[src/rtl/xbc_pkg.sv]
package xbc_pkg;
  typedef enum logic {ST_IDLE, ST_ACCESS} xbc_state_e;

  // Strobes from control to datapath
  typedef struct packed {
    logic start;     // cycle begins on this edge
    logic finish;    // cycle ends on this edge
    logic inAccess;  // strobe phase active
  } xbc_strobe_t;
endpackage

[src/rtl/xbc_ctrl.sv]
module xbc_ctrl
  import xbc_pkg::*;
#(
  parameter int WAIT_W = 4
) (
  input  logic              clk,
  input  logic              rstN,
  input  logic              reqValid,
  input  logic              busOwned,
  input  logic [WAIT_W-1:0] cfgWaitStates,
  input  logic              cfgAckAsync,
  input  logic              extAckN,
  output xbc_strobe_t       strobe,
  output logic              reqAck
);
  localparam logic [WAIT_W:0] ACC_MAX = '1;

  xbc_state_e        state;
  logic [WAIT_W-1:0] waitCnt;
  logic [WAIT_W-1:0] waitLat;
  logic              ackLat;
  logic              ackSync1, ackSync2;
  logic              ackUse;
  logic [WAIT_W:0]   accCycles;

  // two-flop synchronizer, always running
  always_ff @(posedge clk or negedge rstN) begin
    if (!rstN) begin
      ackSync1 <= 1'b0;
      ackSync2 <= 1'b0;
    end else begin
      ackSync1 <= ~extAckN;
      ackSync2 <= ackSync1;
    end
  end

  always_comb begin
    ackUse = (cfgAckAsync ? ackSync2 : ~extAckN) && busOwned;
    strobe.inAccess = (state == ST_ACCESS);
    strobe.start  = (state == ST_IDLE) && reqValid && busOwned && !reqAck;
    strobe.finish = (state == ST_ACCESS) && (waitCnt == '0) &&
                    ((waitLat == '0) || ackLat);
  end

  always_ff @(posedge clk or negedge rstN) begin
    if (!rstN) begin
      state     <= ST_IDLE;
      waitCnt   <= '0;
      waitLat   <= '0;
      ackLat    <= 1'b0;
      reqAck    <= 1'b0;
      accCycles <= '0;
    end else begin
      reqAck <= strobe.finish;
      if (strobe.start) begin
        state     <= ST_ACCESS;
        waitCnt   <= cfgWaitStates;
        waitLat   <= cfgWaitStates;
        ackLat    <= 1'b0;
        accCycles <= '0;
      end else if (strobe.finish) begin
        state <= ST_IDLE;
      end else if (state == ST_ACCESS) begin
        if (waitCnt != '0) waitCnt <= waitCnt - 1'b1;
        ackLat <= ackLat | ackUse;
        if (accCycles != ACC_MAX) accCycles <= accCycles + 1'b1;
      end
    end
  end

  // a cycle never ends before its programmed minimum
  a_r2_min_length: assert property (@(posedge clk) disable iff (!rstN)
    strobe.finish |-> (accCycles >= {1'b0, waitLat}));

  // zero wait states gives a single-clock strobe
  a_r4_zero_wait_single: assert property (@(posedge clk) disable iff (!rstN)
    (state == ST_ACCESS && waitLat == '0) |=> (state == ST_IDLE));

  // completion pulse lasts one clock
  a_r6_ack_pulse: assert property (@(posedge clk) disable iff (!rstN)
    reqAck |=> !reqAck);

  // no cycle starts without bus ownership
  a_r10_no_start_unowned: assert property (@(posedge clk) disable iff (!rstN)
    (state == ST_IDLE && !busOwned) |=> (state == ST_IDLE));
endmodule

[src/rtl/xbc_datapath.sv]
module xbc_datapath
  import xbc_pkg::*;
#(
  parameter int ADDR_W      = 18,
  parameter int DATA_W      = 24,
  parameter int NUM_REGIONS = 4
) (
  input  logic                          clk,
  input  logic                          rstN,
  input  xbc_strobe_t                   strobe,
  input  logic                          busOwned,
  input  logic                          reqWrite,
  input  logic [ADDR_W-1:0]             reqAddr,
  input  logic [DATA_W-1:0]             reqWdata,
  input  logic                          cfgEncodedSel,
  input  logic [NUM_REGIONS*ADDR_W-1:0] cfgRegionBase,
  input  logic [NUM_REGIONS*ADDR_W-1:0] cfgRegionMask,
  input  logic [DATA_W-1:0]             extDataIn,
  output logic [DATA_W-1:0]             rspRdata,
  output logic [ADDR_W-1:0]             extAddr,
  output logic                          extAddrOe,
  output logic [DATA_W-1:0]             extDataOut,
  output logic                          extDataOe,
  output logic                          extRdN,
  output logic                          extWrN,
  output logic                          extStrobeOe,
  output logic [NUM_REGIONS-1:0]        extSel,
  output logic                          extSelOe
);
  logic [NUM_REGIONS-1:0] matchVec;
  logic [NUM_REGIONS-1:0] firstMatch;
  logic [NUM_REGIONS-1:0] selNext;
  logic [ADDR_W-1:0]      addrReg;
  logic [DATA_W-1:0]      wdataReg;
  logic                   writeReg;
  logic                   encReg;
  logic [NUM_REGIONS-1:0] selReg;

  for (genvar i = 0; i < NUM_REGIONS; i++) begin : g_region
    logic [ADDR_W-1:0] rBase, rMask;
    assign rBase = cfgRegionBase[i*ADDR_W +: ADDR_W];
    assign rMask = cfgRegionMask[i*ADDR_W +: ADDR_W];
    assign matchVec[i] = ((reqAddr & rMask) == (rBase & rMask));
  end

  always_comb begin
    firstMatch = matchVec & (~matchVec + NUM_REGIONS'(1));
    selNext    = cfgEncodedSel ? matchVec : firstMatch;
  end

  always_ff @(posedge clk or negedge rstN) begin
    if (!rstN) begin
      addrReg  <= '0;
      wdataReg <= '0;
      writeReg <= 1'b0;
      encReg   <= 1'b0;
      selReg   <= '0;
      rspRdata <= '0;
    end else begin
      if (strobe.start) begin
        addrReg  <= reqAddr;
        wdataReg <= reqWdata;
        writeReg <= reqWrite;
        encReg   <= cfgEncodedSel;
        selReg   <= selNext;
      end else if (strobe.finish) begin
        selReg <= '0;
        if (!writeReg) rspRdata <= extDataIn;
      end
    end
  end

  always_comb begin
    extAddr     = addrReg;
    extAddrOe   = busOwned;
    extDataOut  = wdataReg;
    extDataOe   = busOwned && strobe.inAccess && writeReg;
    extRdN      = !(strobe.inAccess && !writeReg);
    extWrN      = !(strobe.inAccess && writeReg);
    extStrobeOe = busOwned;
    extSel      = selReg;
    extSelOe    = busOwned;
  end

  // never both strobes at once
  a_r2_single_strobe: assert property (@(posedge clk) disable iff (!rstN)
    !(!extRdN && !extWrN));

  // address moves only at cycle start
  a_r7_addr_hold: assert property (@(posedge clk) disable iff (!rstN)
    !strobe.start |=> $stable(extAddr));

  // priority mode drives at most one select
  a_r8_sel_onehot: assert property (@(posedge clk) disable iff (!rstN)
    !encReg |-> $onehot0(extSel));

  // data driven only alongside the write strobe
  a_r11_data_with_write: assert property (@(posedge clk) disable iff (!rstN)
    extDataOe |-> (!extWrN && busOwned));
endmodule

[src/rtl/xbus_cycle_ctrl.sv]
module xbus_cycle_ctrl
  import xbc_pkg::*;
#(
  parameter int ADDR_W      = 18,
  parameter int DATA_W      = 24,
  parameter int NUM_REGIONS = 4,
  parameter int WAIT_W      = 4
) (
  input  logic                          clk,
  input  logic                          rstN,
  input  logic                          reqValid,
  input  logic                          reqWrite,
  input  logic [ADDR_W-1:0]             reqAddr,
  input  logic [DATA_W-1:0]             reqWdata,
  output logic                          reqAck,
  output logic [DATA_W-1:0]             rspRdata,
  input  logic [WAIT_W-1:0]             cfgWaitStates,
  input  logic                          cfgAckAsync,
  input  logic                          cfgEncodedSel,
  input  logic [NUM_REGIONS*ADDR_W-1:0] cfgRegionBase,
  input  logic [NUM_REGIONS*ADDR_W-1:0] cfgRegionMask,
  input  logic                          busOwned,
  input  logic                          extAckN,
  input  logic [DATA_W-1:0]             extDataIn,
  output logic [ADDR_W-1:0]             extAddr,
  output logic                          extAddrOe,
  output logic [DATA_W-1:0]             extDataOut,
  output logic                          extDataOe,
  output logic                          extRdN,
  output logic                          extWrN,
  output logic                          extStrobeOe,
  output logic [NUM_REGIONS-1:0]        extSel,
  output logic                          extSelOe
);
  xbc_strobe_t strobe;

  xbc_ctrl #(.WAIT_W(WAIT_W)) i_ctrl (
    .clk(clk), .rstN(rstN), .reqValid(reqValid), .busOwned(busOwned),
    .cfgWaitStates(cfgWaitStates), .cfgAckAsync(cfgAckAsync),
    .extAckN(extAckN), .strobe(strobe), .reqAck(reqAck)
  );

  xbc_datapath #(.ADDR_W(ADDR_W), .DATA_W(DATA_W), .NUM_REGIONS(NUM_REGIONS)) i_dp (
    .clk(clk), .rstN(rstN), .strobe(strobe), .busOwned(busOwned),
    .reqWrite(reqWrite), .reqAddr(reqAddr), .reqWdata(reqWdata),
    .cfgEncodedSel(cfgEncodedSel), .cfgRegionBase(cfgRegionBase),
    .cfgRegionMask(cfgRegionMask), .extDataIn(extDataIn), .rspRdata(rspRdata),
    .extAddr(extAddr), .extAddrOe(extAddrOe), .extDataOut(extDataOut),
    .extDataOe(extDataOe), .extRdN(extRdN), .extWrN(extWrN),
    .extStrobeOe(extStrobeOe), .extSel(extSel), .extSelOe(extSelOe)
  );
endmodule

[config.mk]
export PLATFORM = sky130hd
export DESIGN_NAME = xbus_cycle_ctrl
export DESIGN_NICKNAME = d
export VERILOG_FILES = /design/src/rtl/xbc_pkg.sv /design/src/rtl/xbc_ctrl.sv /design/src/rtl/xbc_datapath.sv /design/src/rtl/xbus_cycle_ctrl.sv
export SDC_FILE = /design/constraint.sdc
export NUM_CORES = 1
export LEC_CHECK = 0
export BUFFER_PORTS_ARGS = -buffer_cell sky130_fd_sc_hd__buf_2
export CORE_AREA = 2 2 116 118
export CTS_CLUSTER_DIAMETER = 200
export DETAILED_ROUTE_END_ITERATION = 8
export DIE_AREA = 0 0 118 120
export GPL_TIMING_DRIVEN = 0
export PLACE_DENSITY = 0.7
export SYNTH_ARGS = -nofsm -noshare
export SYNTH_HDL_FRONTEND = slang
export SYNTH_SLANG_ARGS = --single-unit
[constraint.sdc]
create_clock -name clk -period 3.37 [get_ports clk]
set_clock_uncertainty 0.05 [all_clocks]
set_input_delay 0.674 -clock clk [delete_from_list [all_inputs] [get_ports clk]]
set_output_delay 0.674 -clock clk [all_outputs]
set_load 0.005 [all_outputs]
==> results of run 1 <==
[synth_stat cells, drive strengths merged]
cell / count / area, µm²
a211oi: 1 / 7.51
inv: 5 / 18.8
ha: 2 / 25.0
and3: 4 / 28.8
nor4bb: 1 / 10.0
a32oi: 1 / 8.76
nor3b: 1 / 7.51
a21oi: 4 / 20.0
mux2: 24 / 345
nand2: 154 / 578
clkbuf: 27 / 101
o211ai: 1 / 12.5
nor3: 1 / 5.00
a31o: 3 / 26.3
a22oi: 32 / 240
xor2: 72 / 631
xnor2: 2 / 17.5
dfrtp: 84 / 2100
nand3: 5 / 25.0
nand4bb: 1 / 11.3
a22o: 2 / 17.5
a221oi: 2 / 17.5
nor4: 4 / 31.3
nor2: 6 / 22.5
buf: 10 / 96.3
nand2b: 2 / 12.5
nand4: 2 / 12.5
o21ai: 6 / 30.0
or3: 1 / 6.26
[worst max-delay path, cell delays in order]
cell and delay [ps]:
clkbuf_1 310, xor2_1 160, a22oi_1 330, nand2_1 90, nor4_1 470, o21ai_0 180
a31o_2 260
[per-stage QoR]
| step | cells | cell area, µm² | util |
|---|---|---|---|
| floorplan | 460 | 4470 | - |
| global placement | 916 | 6090 | 0.469 |
| detailed placement | 917 | 6120 | 0.471 |
| CTS | 933 | 6420 | 0.494 |
| global route | 933 | 6420 | 0.494 |
| finish | 933 | 6420 | 0.494 |
[cell families after synthesis]
family,count (synthesis)
muxes,24
xor gates and xnor gates,74
DFF,84
buffers and inverters,42
and+or+nand+nor,182
adders and majority gates,2
AOI/OAI and AO/OA,52
[area by class of cell]
| type | count | share of cell area |
|---|---|---|
| Multi-Input combinational cell | 334 | 0.335 |
| Sequential cell | 84 | 0.328 |
| Timing Repair Buffer | 281 | 0.223 |
| Clock buffer | 9 | 0.0351 |
| Tap cell | 176 | 0.0343 |
| Buffer | 37 | 0.0308 |
| Clock inverter | 7 | 0.0111 |
| Inverter | 5 | 0.00293 |
[report_power, final]
part           switching [mW]  internal, mW  leakage [nW]  total, mW
registers               0.242          1.48          1.04       1.72
clock network           0.414         0.578         0.150      0.992
logic                   0.770         0.841          2.41       1.61
total                    1.43          2.90          3.61       4.32
[registers in the layout, indices dropped and copies added (netlist names)]
register and cells:
i_dp.writeReg 1, i_ctrl.ackSync2 1, i_ctrl.waitLat 4, i_ctrl.ackSync1 1, i_dp.rspRdata 24, i_dp.extSel 4, i_dp.extDataOut 24, i_ctrl.state 1
i_dp.extAddr 18, i_ctrl.reqAck 1, i_ctrl.ackLat 1, i_ctrl.waitCnt 4
[routing by layer]
layer  track usage  wire length, µm
met1         0.245             6080
met2         0.410             8130
met3        0.0461             1050
met4        0.0994              562
met5             0                0
[final timing paths]
check | depth (start not counted) | start | to | slack (ps)
setup / recovery | 7 | reqAddr[9] | i_dp.extSel[3] | 1070
hold / removal | 1 | rstN | i_dp.rspRdata[0] | 230
setup reg to reg | 9 | i_ctrl.waitCnt[0] | i_dp.rspRdata[3] | 1170
hold reg to reg | 0 | i_ctrl.ackSync1 | i_ctrl.ackSync2 | 300
max in group asynchronous | 2 | rstN | i_dp.extAddr[9] | 2430
min in group clk | 0 | i_ctrl.ackSync1 | i_ctrl.ackSync2 | 300
==> flow_summary_export.csv, run 1 <==
group,metric,value,unit
global_route,grt_pass1_wl,23700,µm
placed_design,gp_congestion,0.911,
synthesis,seq_area_frac_synth,0.470,
placed_design,port_buffers,280,
clocking,htreeDepth,3,
route,ant_nets,0,
final_layout,area_growth,43.6,%
global_route,grtUsageTotal,0.222,
synthesis,synth-seq-cells,84,
sta,period_minus_slack,2300,ps
final_layout,nFillCells,1330,
final_layout,final_common_cell,"buf_2",
synthesis,synth_compound_area_frac,0.0851,
floorplanning,die-area,14200,µm²
floorplanning,initial_utilization,0.344,
global_route,grt_max_degree,54,
floorplanning,io_pins,299,
floorplanning,die_y,120,µm
final_layout,drive_gt1_frac,0.444,
placed_design,hpwl,13000,µm
critical_path,critical_path_arrival,2470,ps
sta,maxSlewViolCount,0,
clocking,hold_buffers,0,
clocking,clock_sinks,84,
route,drt_pass1_iterations,4,
synthesis,synth_simple_gate_area_frac,0.168,
sta,setup-tns-final,0,ps
sta,fin_ws,1070,ps
clocking,numCtsBuffers,9,
final_layout,fin_nets,976,
sta,setup_viol,0,
global_route,grt_pass1_vias,4432,
status,status,"finished clean",
critical_path,endpoint_kind,"register",
power_and_ir_drop,p_per_area,674,nW/µm²
critical_path,cp.required,3540,ps
sta,grt_setup_unrepaired,"false",
power_and_ir_drop,power,4.32,mW
synthesis,synth_cell_type_count,35,
final_layout,seq_area,2100,µm²
global_route,overflow,0,
synthesis,yosysWarnings,0,
clocking,clk_pin_slew,60,ps
critical_path,crit_path_max_fanout,5,
clocking,postCtsSetupRepairBufs,0,
final_layout,multi_input_area,2150,µm²
floorplanning,die_w,118,µm
critical_path,start_kind,"primary input",
sta,post-route-period-util,0.682,
route,drtIter0Drc,196,
synthesis,yosys.area_share.adder,0.00560,
synthesis,synth_top_family_by_area,"simple AND/OR/NAND/NOR gates",
final_layout,final_cell_mix,"279 x buf_2, 154 x nand2_1, 84 x dfrtp_1, 72 x xor2_1, 32 x a22oi_1",
sta,finalHoldWorstSlack,227,ps
power_and_ir_drop,ir_worst_vdd,222,µV
synthesis,synth_mux_area_frac,0.0773,
route,vias,4291,
route,drc,0,
sta,max_freq,0.435,GHz
synthesis,synth.avg_cell_area,9.71,µm²
floorplanning,core_area,13000,µm²
final_layout,n_antenna_cell,0,
global_route,antenna_found_initial,0,
route,routed_wl,15800,µm
synthesis,syn-cell-area,4470,µm²
sta,tightest_slew,591,ps
synthesis,synth-xor-area-share,0.145,
clocking,root_buffer,"clkbuf_16",
synthesis,syn_inst,460,
clocking,clk_path_buf_depth,2,
sta,hold_violations,0,
sta,slew_headroom,0.606,
min_path,hold_path_class,"in2async",
floorplanning,rows,42,
route,vias_per_cell,4.60,
placed_design,dp_slack,695,ps
clocking,clk_latency,340,ps
synthesis,syn_nets,684,
critical_path,crit_type,"in2reg",
power_and_ir_drop,leakage,3.61,nW
clocking,postCtsResizedCells,0,
route,drt-wirelength-per-cell,17.0,µm
job,cap_viol_max_count,0,
clocking,cts_tree,"done",
Power figures use the tool's default switching activity.
==> run 2, diff against run 1 <==
- ABC_AREA: not set -> 1
- CORE_AREA: 2 2 116 118 -> 2 2 115 117
- DIE_AREA: 0 0 118 120 -> 0 0 117 119
- PLACE_DENSITY: 0.7 -> 0.73
- clock period: 3.37 -> 2.3 ns (I/O delays scaled with it)
==> run 2 against run 1 <==
Power grew 42%. Sequential power grew 45%. Largest cell class unchanged. Critical endpoint is now i_dp.rspRdata[2]. Final cell count grew 20%.
==> flow_summary_export.csv, run 2 <==
group,metric,value,unit
status,status,"finished clean",
sta,hold_violations,0,
sta,grt_setup_unrepaired,"false",
sta,fin_ws,449,ps
global_route,grt_util_met1,0.247,
final_layout,drive_gt1_frac,0.363,
synthesis,synth_edf_count,0,
synthesis,synth_area_leaders,"dfrtp_1 45%, nand2_1 18%, nand3_1 6.3%",
final_layout,final_cells,1119,
critical_path,crit_path_max_fanout,10,
sta,maxSlewViolCount,0,
final_layout,multi_input_area,2270,µm²
critical_path,endpoint_kind,"register",
synthesis,yosys.area.top_type,"dfrtp_1",
final_layout,nFillCells,1289,
power_and_ir_drop,ir_worst_vdd,363,µV
route,vias_per_cell,4.60,
sta,period_minus_slack,1850,ps
route,drtIter0Drc,328,
global_route,grtUsageTotal,0.226,
synthesis,synthDominantCellAreaShare,0.449,
final_layout,area_growth,43.5,%
route,drt-wirelength-per-cell,14.0,µm
power_and_ir_drop,p_int,4.03,mW
global_route,grt_pass1_vias,5051,
placed_design,place_area,6410,µm²
power_and_ir_drop,combPwrFrac,0.366,
route,drc,0,
placed_design,port_buffers,296,
sta,post-route-period-util,0.805,
sta,setup-tns-final,0,ps
synthesis,synth_common_cells,"229 x nand2_1, 84 x dfrtp_1, 59 x nand3_1",
final_layout,final_common_cell,"buf_2",
floorplanning,die_y,119,µm
clocking,root_buffer,"clkbuf_16",
sta,slew_headroom,0.624,
synthesis,syn_nets,852,
synthesis,synth_cell_type_count,30,
global_route,overflow,0,
power_and_ir_drop,sw_frac_of_total,0.342,
global_route,antenna_found_initial,1,
synthesis,yosysWarnings,0,
final_layout,seq_area,2100,µm²
placed_design,dp_cells,1101,
final_layout,final_cell_mix,"302 x buf_2, 229 x nand2_1, 84 x dfrtp_1, 59 x nand3_1, 57 x nor2_1",
route,vias,5152,
clocking,numCtsBuffers,9,
clocking,clk_latency,340,ps
floorplanning,die-area,13900,µm²
power_and_ir_drop,switchingPower,2.09,mW
power_and_ir_drop,seq_power_share,0.407,
floorplanning,core_area,12900,µm²
clocking,htreeDepth,3,
critical_path,critical_path_arrival,2020,ps
synthesis,synthFlopType,"dfrtp_1",
global_route,grt_max_degree,60,
final_layout,finish.utilization,0.522,
global_route,grt_pass1_wl,24200,µm
sta,setup_viol,0,
placed_design,dp_slack,304,ps
power_and_ir_drop,leakage,3.91,nW
synthesis,syn-cell-area,4680,µm²
route,routed_wl,15700,µm
global_route,busiest_layer,"met2",
placed_design,hpwl,13300,µm
clocking,cts_tree,"done",
floorplanning,die_w,117,µm
sta,finalHoldWorstSlack,261,ps
synthesis,synth.avg_cell_area,7.46,µm²
placed_design,gp_congestion,0.881,
power_and_ir_drop,clkPwrFrac,0.227,
final_layout,fin_area,6720,µm²
synthesis,syn_inst,628,
critical_path,cp.required,2470,ps
synthesis,seq_area_frac_synth,0.449,
clocking,clock_sinks,84,
sta,max_freq,0.540,GHz
clocking,clk_path_buf_depth,2,
synthesis,synth.most_common_cell,"nand2_1",
min_path,hold_path_class,"in2reg",
power_and_ir_drop,power,6.12,mW
final_layout,fin_nets,1161,
synthesis,synth-seq-cells,84,
global_route,grt_use_met2,0.404,
floorplanning,initial_utilization,0.364,
critical_path,crit_type,"reg2reg",
sta,tightest_slew,564,ps
global_route,grt_use_met3,0.0585,
synthesis,synthArstFlopShare,1.00,
critical_path,start_kind,"register",
job,cap_viol_max_count,0,
route,ant_nets,0,
route,drt_pass1_iterations,4,
power_and_ir_drop,p_per_area,912,nW/µm²
floorplanning,rows,42,
floorplanning,io_pins,299,
clocking,clk_pin_slew,60,ps
[run 2: cell types whose count changed in the layout (fill, tap and decap cells not counted), sizes merged, moves of 18 or more]
cell,delta
a22oi,-32
buf,+18
clkbuf,-21
inv,+51
nand2,+76
nand3,+56
nor2,+53
o21ai,+39
xor2,-70
[run 2: power groups by stage]
stage / combinational (mW) / clock [mW] / sequential (mW)
2_1_floorplan: 1.03 / 0 / 2.57
3_3_place_gp: 2.22 / 0 / 2.48
3_5_place_dp: 2.28 / 0 / 2.52
4_1_cts: 2.29 / 1.44 / 2.49
5_1_grt: 2.57 / 1.50 / 2.58
6_report: 2.24 / 1.39 / 2.49
[run 2: cell type report]
type | count | share of cell area
Sequential cell | 84 | 0.313
Tap cell | 176 | 0.0328
Antenna cell | 1 | 0.000373
Buffer | 17 | 0.0147
Multi-Input combinational cell | 471 | 0.338
Clock buffer | 10 | 0.0356
Clock inverter | 6 | 0.00764
Timing Repair Buffer | 298 | 0.227
Inverter | 56 | 0.0313
[run 2: worst paths after layout]
kind	to	start	slack, ps	depth (start not counted)
worst max-delay path	i_dp.rspRdata[2]	i_ctrl.waitCnt[0]	450	8
worst min-delay path	i_ctrl.ackSync1	extAckN	260	2
worst min register to register	i_ctrl.ackSync2	i_ctrl.ackSync1	310	0
min in group asynchronous	i_dp.extDataOut[12]	rstN	540	2
max in group asynchronous	i_dp.extAddr[14]	rstN	1060	3
worst max register to register	i_dp.rspRdata[2]	i_ctrl.waitCnt[0]	450	8
[run 2: timing repair]
| item | 4_1_cts | 5_1_grt |
|---|---|---|
| setup buffers | 0 | 0 |
| hold buffers | 1 | 0 |
| gates resized for setup | 0 | 0 |
| hold endpoints to repair | 25 | 0 |
[run 2: kinds of logic after synthesis]
kind of cell	after synthesis	share of synthesized area
DFF	84	0.449
and+or+nand+nor	389	0.359
AOI/OAI and AO/OA	54	0.0591
adders and majority gates	2	0.00534
xor gates and xnor gates	2	0.00374
buffers and inverters	73	0.0660
muxes	24	0.0577
[run 2: worst max-delay path: stages (launching register included)]
cell and delay, ps:
dfrtp_1 380, inv_1 120, ha_1 180, nand3_2 90, nor2_2 90, nand2_2 100, nor2_4 200, buf_6 190
mux2_1 340
[run 2: routing by layer]
| metal | up-vias | part of all wire |
|---|---|---|
| li1 | 2627 | - |
| met4 | 0 | 0.039 |
| met1 | 2252 | 0.37 |
| met2 | 236 | 0.50 |
| met3 | 37 | 0.088 |
| met5 | - | 0 |
==> run 3, diff against run 2 <==
- CORE_AREA: 2 2 115 117 -> 2 2 116 118
- DIE_AREA: 0 0 117 119 -> 0 0 118 120
- PLACE_DENSITY: 0.73 -> 0.75
- clock period: 2.3 -> 1.7 ns (I/O delays scaled with it)
==> run 3 against run 2 <==
Global-route usage up 0.19 points. Power up 50%. First-iteration DRC count down 20%. Worst setup slack worse by 450 ps. Design area up 4.1%. Wire length up 4.2%. Clock power up 65%. Maximum frequency up 9.1%. Sequential share of layout area down 1.2 points. Via count up 2.2%. Utilization up 1.7 points. Die area up 1.7%. Largest power group is now combinational logic.
==> flow_summary_export.csv, run 3 (synthesized netlist as in run 2, its figures left out) <==
group,metric,value,unit
power_and_ir_drop,p_per_area,1320,nW/µm²
sta,hold_violations,0,
route,routed_wl,16400,µm
sta,setup_viol,0,
global_route,grtUsageTotal,0.228,
final_layout,fin_area,6990,µm²
floorplanning,die_y,120,µm
clocking,numCtsBuffers,9,
final_layout,final_common_cell,"buf_2",
critical_path,cpMaxStageDelayCell,"dfrtp_1",
power_and_ir_drop,combPwrFrac,0.379,
critical_path,crit_chain,"inv_2, ha_4, nand3_4, nor2_2, nand2_2, nor2_4, buf_6, mux2_4",
critical_path,crit_type,"reg2reg",
sta,grt_setup_unrepaired,"true",
clocking,clock_sinks,84,
final_layout,area_growth,49.3,%
sta,slew_headroom,0.630,
final_layout,seq_area,2100,µm²
route,vias,5267,
placed_design,hpwl,13300,µm
route,drt_pass1_iterations,4,
floorplanning,initial_utilization,0.361,
clocking,cts_tree,"done",
global_route,antenna_found_initial,2,
floorplanning,die-area,14200,µm²
clocking,root_buffer,"clkbuf_16",
power_and_ir_drop,clkPwrFrac,0.249,
critical_path,reg2reg_depth,8,
sta,tightest_slew,551,ps
global_route,grt_pass1_wl,25000,µm
placed_design,gp_congestion,0.902,
final_layout,multi_input_area,2390,µm²
min_path,hold_path_depth,2,
route,drc,0,
critical_path,endpoint_kind,"register",
power_and_ir_drop,leakage,4.04,nW
placed_design,port_buffers,296,
clocking,clk_pin_slew,60,ps
critical_path,crit_path_max_fanout,5,
global_route,grt_pass1_vias,4991,
power_and_ir_drop,sw_frac_of_total,0.326,
route,vias_per_cell,4.67,
clocking,clk_latency,340,ps
floorplanning,rows,42,
clocking,htreeDepth,3,
power_and_ir_drop,switchingPower,3.00,mW
final_layout,finish.utilization,0.539,
sta,max_freq,0.590,GHz
status,status,"finished clean",
route,drtIter0Drc,264,
min_path,hold_path_class,"in2reg",
critical_path,start_kind,"register",
power_and_ir_drop,ir_worst_vdd,546,µV
critical_path,crit_path_max_incr_delay,390,ps
sta,post-route-period-util,0.998,
critical_path,critical_path_arrival,1860,ps
floorplanning,core_area,13000,µm²
sta,period_minus_slack,1700,ps
route,drt-wirelength-per-cell,14.5,µm
clocking,clk_path_buf_depth,2,
final_layout,final_cell_mix,"301 x buf_2, 229 x nand2_1, 84 x dfrtp_1, 59 x nand3_1, 55 x nor2_1",
placed_design,place_area,6410,µm²
route,ant_nets,0,
final_layout,drive_gt1_frac,0.396,
job,cap_viol_max_count,0,
sta,maxSlewViolCount,0,
global_route,overflow,0,
final_layout,nFillCells,1261,
power_and_ir_drop,power,9.21,mW
global_route,grt_max_degree,60,
final_layout,fin_nets,1169,
floorplanning,die_w,118,µm
floorplanning,io_pins,299,
power_and_ir_drop,p_int,6.20,mW
critical_path,cp.required,1870,ps
power_and_ir_drop,seq_power_share,0.372,
-- run 3: what timing repair did --
action	4_1_cts	5_1_grt
buffers inserted	4	3
hold buffers	1	0
gates cloned	2	0
pin swaps	4	5
endpoints found under the setup margin	25	36
gates resized for setup	34	6
hold endpoints to repair	25	0
-- run 3: layout make-up --
type | count | share of cell area
Antenna cell | 1 | 0.000358
Inverter | 56 | 0.0304
Clock inverter | 7 | 0.0183
Timing Repair Buffer | 307 | 0.231
Tap cell | 176 | 0.0315
Clock buffer | 9 | 0.0322
Multi-Input combinational cell | 471 | 0.342
Sequential cell | 84 | 0.301
Buffer | 16 | 0.0136
-- run 3: power by group through the flow --
stage	Sequential [mW]	Clock [mW]	Combinational [mW]
2_1_floorplan	3.48	0	1.40
3_3_place_gp	3.36	0	3.01
3_5_place_dp	3.41	0	3.09
4_1_cts	3.40	2.36	3.46
5_1_grt	3.54	2.43	3.89
6_report	3.43	2.29	3.49
-- run 3: through the flow --
stage	instances	setup slack, ps	hold WS (ps)	setup TNS [ps]
final	1127	3.74	113	0
after global routing	1127	-82.2	117	-1710
after CTS	1124	-71.9	102	-1580
after detailed placement	1101	-177	229	-3660
after global placement	1100	-457	284	-40750
after floorplan	628	26.2	-5.59	0
-- run 3: final timing paths --
path	slack (ps)	endpoint	startpoint
worst min register to register	300	i_ctrl.ackSync2	i_ctrl.ackSync1
worst max-delay path	4	i_dp.rspRdata[7]	i_ctrl.waitCnt[0]
worst max register to register	4	i_dp.rspRdata[7]	i_ctrl.waitCnt[0]
max in group asynchronous	560	i_dp.extAddr[14]	rstN
min in group asynchronous	420	i_dp.extDataOut[15]	rstN
worst min-delay path	110	i_ctrl.ackSync1	extAckN
-- run 3: per-layer routing --
| metal | GRT usage | up-vias | share of wire |
|---|---|---|---|
| li1 | - | 2644 | - |
| met1 | 0.256 | 2341 | 0.39 |
| met2 | 0.402 | 239 | 0.50 |
| met3 | 0.0627 | 41 | 0.076 |
| met4 | 0.108 | 2 | 0.035 |
| met5 | 0 | - | 0.00080 |
-- run 3: worst max-delay path: cells and delay by family (launching register included) --
kind | cells | cell delay (ps)
adders and majority gates | 1 | 130
muxes | 1 | 300
and+or+nand+nor | 4 | 440
buffers and inverters | 2 | 260
DFF | 1 | 390
